**config.mk**
```make
export PLATFORM = sky130hd
export DESIGN_NAME = vco_post_div
export DESIGN_NICKNAME = d
export VERILOG_FILES = /design/src/rtl/pdiv_pkg.sv /design/src/rtl/pdiv_phase.sv /design/src/rtl/pdiv_bstage.sv /design/src/rtl/pdiv_gate.sv /design/src/rtl/vco_post_div.sv
export SDC_FILE = /design/constraint.sdc
export NUM_CORES = 1
export LEC_CHECK = 0
export ABC_AREA = 0
export BUFFER_PORTS_ARGS = -buffer_cell sky130_fd_sc_hd__buf_2
export CORE_MARGIN = 5
export CORE_UTILIZATION = 55
export CTS_BUF_LIST = sky130_fd_sc_hd__clkbuf_8
export DETAILED_ROUTE_END_ITERATION = 12
export GPL_ROUTABILITY_DRIVEN = 0
export GPL_TIMING_DRIVEN = 0
export PLACE_DENSITY = 0.75
export SYNTH_ARGS = -nofsm -noshare
export SYNTH_HDL_FRONTEND = slang
export SYNTH_SLANG_ARGS = --single-unit
```
**constraint.sdc**
```tcl
create_clock -name clk_vco -period 8.1 [get_ports clk_vco]
set_clock_uncertainty 0.1 [all_clocks]
set_input_delay 0.405 -clock clk_vco [delete_from_list [all_inputs] [get_ports clk_vco]]
set_output_delay 0.405 -clock clk_vco [all_outputs]
set_load 0.01 [all_outputs]
```
**src/rtl/pdiv_pkg.sv**
```systemverilog
package pdiv_pkg;

  // Half period, in input cycles, for a select code; codes past the
  // largest ratio saturate at it.
  function automatic int unsigned half_len(input int unsigned code,
                                           input int unsigned max_log);
    int unsigned c;
    c = (code > max_log) ? max_log : code;
    return 32'd1 << c;
  endfunction

endpackage

```
**src/rtl/pdiv_phase.sv**
```systemverilog
module pdiv_phase #(
  parameter int SEL_W   = 3,
  parameter int MAX_LOG = 5,
  parameter int CNT_W   = MAX_LOG + 1
) (
  input  logic             clk,
  input  logic             rst_n,
  input  logic [SEL_W-1:0] sel,
  input  logic             bhalf_req,
  output logic             ph_q,
  output logic             ph_d,
  output logic             bhalf_d,
  output logic             wrap,
  output logic             load,
  output logic [CNT_W-1:0] cnt_q,
  output logic [CNT_W-1:0] half_q
);
  import pdiv_pkg::*;

  logic             bhalf_q;
  logic [CNT_W-1:0] cnt_d;
  logic [CNT_W-1:0] half_d;

  always_comb begin
    wrap    = (cnt_q == half_q - CNT_W'(1));
    load    = wrap & ~ph_q;
    cnt_d   = wrap ? '0 : cnt_q + CNT_W'(1);
    ph_d    = ph_q ^ wrap;
    half_d  = load ? CNT_W'(half_len(int'(sel), MAX_LOG)) : half_q;
    bhalf_d = load ? bhalf_req : bhalf_q;
  end

  always_ff @(posedge clk or negedge rst_n) begin
    if (!rst_n) begin
      cnt_q   <= '0;
      half_q  <= CNT_W'(1);
      ph_q    <= 1'b0;
      bhalf_q <= 1'b0;
    end else begin
      cnt_q   <= cnt_d;
      half_q  <= half_d;
      ph_q    <= ph_d;
      bhalf_q <= bhalf_d;
    end
  end

endmodule

```
**src/rtl/pdiv_bstage.sv**
```systemverilog
module pdiv_bstage (
  input  logic clk,
  input  logic rst_n,
  input  logic ph_a_q,
  input  logic ph_a_d,
  input  logic bhalf_d,
  output logic ph_b_q,
  output logic ph_b_d
);
  logic tog_q, tog_d, rise_a;

  always_comb begin
    rise_a = ph_a_d & ~ph_a_q;
    tog_d  = bhalf_d ? (tog_q ^ rise_a) : 1'b0;
    ph_b_d = bhalf_d ? tog_d : ph_a_d;
  end

  always_ff @(posedge clk or negedge rst_n) begin
    if (!rst_n) begin
      tog_q  <= 1'b0;
      ph_b_q <= 1'b0;
    end else begin
      tog_q  <= tog_d;
      ph_b_q <= ph_b_d;
    end
  end

endmodule

```
**src/rtl/pdiv_gate.sv**
```systemverilog
module pdiv_gate (
  input  logic clk,
  input  logic rst_n,
  input  logic ph_q,
  input  logic ph_d,
  input  logic stop_req,
  output logic out_q
);
  logic en_q, en_d, fall, out_d;

  always_comb begin
    fall  = ph_q & ~ph_d;
    en_d  = fall ? ~stop_req : en_q;
    out_d = ph_d & en_d;
  end

  always_ff @(posedge clk or negedge rst_n) begin
    if (!rst_n) begin
      en_q  <= 1'b1;
      out_q <= 1'b0;
    end else begin
      en_q  <= en_d;
      out_q <= out_d;
    end
  end

endmodule

```
**src/rtl/vco_post_div.sv**
```systemverilog
module vco_post_div #(
  parameter int SEL_W   = 3,
  parameter int MAX_LOG = 5
) (
  input  logic             clk_vco,
  input  logic             rst_n,
  input  logic [SEL_W-1:0] ratio_sel_a,
  input  logic             half_rate_b,
  input  logic             stop_a,
  input  logic             stop_b,
  output logic             clk_a,
  output logic             clk_b
);
  localparam int CNT_W = MAX_LOG + 1;
  localparam int N_OUT = 2;

  logic             ph_a_q, ph_a_d, ph_b_q, ph_b_d, bhalf_d;
  logic             wrap_a, load_cfg;
  logic [CNT_W-1:0] cnt_q, half_q;

  logic [N_OUT-1:0] ph_q_v, ph_d_v, stop_v, out_v;

  pdiv_phase #(.SEL_W(SEL_W), .MAX_LOG(MAX_LOG), .CNT_W(CNT_W)) u_phase (
    .clk       (clk_vco),
    .rst_n     (rst_n),
    .sel       (ratio_sel_a),
    .bhalf_req (half_rate_b),
    .ph_q      (ph_a_q),
    .ph_d      (ph_a_d),
    .bhalf_d   (bhalf_d),
    .wrap      (wrap_a),
    .load      (load_cfg),
    .cnt_q     (cnt_q),
    .half_q    (half_q)
  );

  pdiv_bstage u_bstage (
    .clk     (clk_vco),
    .rst_n   (rst_n),
    .ph_a_q  (ph_a_q),
    .ph_a_d  (ph_a_d),
    .bhalf_d (bhalf_d),
    .ph_b_q  (ph_b_q),
    .ph_b_d  (ph_b_d)
  );

  assign ph_q_v = {ph_b_q, ph_a_q};
  assign ph_d_v = {ph_b_d, ph_a_d};
  assign stop_v = {stop_b, stop_a};

  for (genvar g = 0; g < N_OUT; g++) begin : g_gate
    pdiv_gate u_gate (
      .clk      (clk_vco),
      .rst_n    (rst_n),
      .ph_q     (ph_q_v[g]),
      .ph_d     (ph_d_v[g]),
      .stop_req (stop_v[g]),
      .out_q    (out_v[g])
    );
  end

  assign clk_a = out_v[0];
  assign clk_b = out_v[1];

endmodule

```
==> metrics.md <==
| Metric | Value |
|---|---|
| Status | completed |
| Fmax | 297.1 MHz |
| Number of port buffers | 9 |
| EDFF count, synth | 0 |
| Number of setup violations in the final report | 0 |
| Clock slew at reported path FFs | 0.07 ns |
| Register area | between 500 and 600 um^2 |
| Slew margin rel. | 0.4425 |
| Leak Pwr | around 0.55 nW |
| WP buf/inv | 1 |
| Synth area leaders | dfrtp_1, dfstp_2, xnor2_1 |
| CTS Buf Count | 3 |
| GR Util met3 | 0.03380 |
| Rows | 15 |
| Vias post-DR | just over 700 |
| GR Layer Usage met2 | 0.2831 |
| Setup Crit Path Kind | flip-flop to flip-flop |
| Die height | between 50 and 60 um |
| Antenna diodes | 0 |
| Syn Nets | ~110 |
| Met1 Use GR | 0.1946 |
| DRT Pass-1 Iters | 4 |
| Top delay family on crit path | simple AND/OR/NAND/NOR gates |
| DIE AREA | between 0.002 and 0.003 mm^2 |
| Tcrit/Tclk final | 0.4155 |
| GRT overflow | 0 |
| Final-report max-slew violation count | 0 |
| Vias in the first global route | 761 |
| Crit path max fanout | 10 |
| Clock Path Buffers | 2 |
| Mapped Area | 0.001020 mm^2 |
| Num Clock Sinks | 20 |
| Slowest Stage Delay on Critical Path | 0.54 ns |
| Crit path DAT | roughly 3.4 ns |
| Initial antenna violation count | 0 |
| Worst ir drop on vdd | roughly 0.00013 V |
| Synth top area share | 0.4172 |
| Syn avg cell area | 10.96 um^2 |
| Seq cells post-synth | 20 |
| CTS tree | built |
| Synth cell types | 32 |
| CP endpoint kind | flip-flop |
| Area leader, netlist | dfrtp_1 |
| Slowest-stage cell, CP | or4_1 |
| Unrepaired setup endpoints after global routing | false |
| Top post-synthesis cells by count | dfrtp_1, inv_1, a21oi_1, xnor2_1, xor2_1 |
| Ys Warns | 0 |
| Crit path cell chain | or4_1 -> or3_4 -> a2111oi_4 -> and2_1 -> ha_1 -> clkbuf_1 -> nand2_1 -> o32ai_1 |
| Post-Synthesis Cells | 93 |
| Number of max-cap violations | 0 |
| Footprint of the multi-input gates | 478.0 um^2 |
| Avg Vias per Cell | 5.462 |
| HP Class | primary input to flip-flop |
| Num ports | 10 |
| Iter 0 DRT Violations | 6 |
| Top Usage Layer GRT | met2 |
| Share of layout cells above drive strength 1 | 0.1869 |
| Nets | 120 |
| Slew @ Worst Pin | 0.8291 ns |
| Post-route antenna net violation count | 0 |
| Die X | 53.06 um |
| Worst Path Required | 8.15 ns |
| Async S/R FF share, synth | 1.000 |
| Fin Setup TNS | 0 ns |
| Seq/Total Area, Yosys | 0.4945 |
| Largest net degree at the start of global routing | 21 |
| CTS root buffer | clkbuf_8 |
| Final WL | 1808 um |
| Starting Density | 0.5842 |
| Top FF cell, synth | dfrtp_1 |
| Fillers | around 140 |
| Residual DRC count | 0 |
| Critical path launch point type | flip-flop |
| Latest clock arrival within the worst-skew pair | 0.25 ns |
| GRT Overall Usage | 0.1665 |
| Global-route wire length before repair | 3312 um |
| Per-cell routed wire length | 13.70 um |
| Hpwl dp | 1388 um |
| Top-count cell post-synth | dfrtp_1 |
| P&R area growth vs syn | 13.86% |
| Clock period minus worst slack | between 3 and 4 ns |
| Core footprint | 0.001745 mm^2 |
| PostCTS Resize Cnt | 0 |
| Number of H-tree levels | 1 |
| PD cells | 155.3 mW/mm^2 |
| Layout Utilization | 0.6652 |
| Hold Vio Cnt, Final | 0 |
[final timing paths]
| path | cells past startpoint | slack (ns) | endpoint | from |
|---|---|---|---|---|
| setup / recovery | 8 | 4.73 | u_phase.half_q[4] | u_phase.half_q[2] |
| hold / removal | 2 | 0.18 | g_gate[1].u_gate.en_q | stop_b |
| hold reg to reg | 2 | 0.37 | g_gate[1].u_gate.en_q | g_gate[1].u_gate.en_q |
| setup reg to reg | 8 | 4.73 | u_phase.half_q[4] | u_phase.half_q[2] |
| max in group asynchronous | 2 | 7.04 | g_gate[1].u_gate.en_q | rst_n |
| min in group asynchronous | 2 | 0.53 | u_phase.cnt_q[0] | rst_n |
[report_power, final]
group / internal [W] / total [W] / switching [W]
Combinational: 0.00000220 / 0.00000551 / 0.00000331
Sequential: 0.000100 / 0.000100 / 0.000000132
Clock: 0.0000432 / 0.0000743 / 0.0000311
Total: 0.000146 / 0.000180 / 0.0000346
[layer usage]
metal / part of all wire / vias up
met2: 0.53 / 11
met3: 0.030 / 2
met5: 0 / -
met4: 0.0088 / 0
li1: - / 352
met1: 0.43 / 356
[kinds of logic after synthesis]
group	synth area share
simple gates	0.1423
flops	0.4945
compound gates	0.1411
xor+xnor	0.09448
buf+inv	0.03680
mux	0.04172
fa+ha+maj	0.04908
[final cells by class]
cell class / instances / share of cell area
Tap cell: 25 / 0.02694
Inverter: 9 / 0.02909
Timing Repair Buffer: 10 / 0.04741
Sequential cell: 20 / 0.4343
Clock buffer: 4 / 0.04741
Buffer: 1 / 0.003233
Multi-Input combinational cell: 63 / 0.4116
[registers in the layout, summed over array words and instances, names as in the netlist]
signal               flops
u_bstage.tog_q           1
g_gate.u_gate.out_q      2
u_phase.bhalf_q          1
g_gate.u_gate.en_q       2
u_phase.cnt_q            6
u_phase.half_q           6
u_bstage.ph_b_q          1
u_phase.ph_q             1
[timing repair]
item | in CTS | in global routing
hold buffers | 1 | 0
endpoints found under the hold margin | 17 | 0
setup endpoints to repair | 0 | 0
buffers inserted | 0 | 0
[layout by cell type, fill, tap and decap left out, types with 3 or more instances in the layout]
| master | count |
|---|---|
| ha_1 | 4 |
| o22ai_1 | 3 |
| and2_1 | 4 |
| dfstp_2 | 3 |
| clkbuf_8 | 4 |
| xor2_1 | 5 |
| buf_2 | 9 |
| xnor2_1 | 6 |
| inv_1 | 9 |
| nand2_1 | 3 |
| nor2_1 | 3 |
| nand2b_1 | 4 |
| dfrtp_1 | 17 |
| nand3_1 | 3 |
| a21oi_1 | 6 |
[stage by stage]
step	total power (W)	cell area, um^2	setup WS, ns	instances	hold slack [ns]
after floorplan	0.0001033	1020	5.081	93	0.009409
after global placement	0.0001075	1096	4.817	127	0.2677
after detailed placement	0.0001075	1096	4.734	127	0.2656
after CTS	0.0001838	1161	4.713	132	0.1673
after global routing	0.0001892	1161	4.480	132	0.1814
final	0.0001803	1161	4.734	132	0.1763
Power figures use the tool's default switching activity.
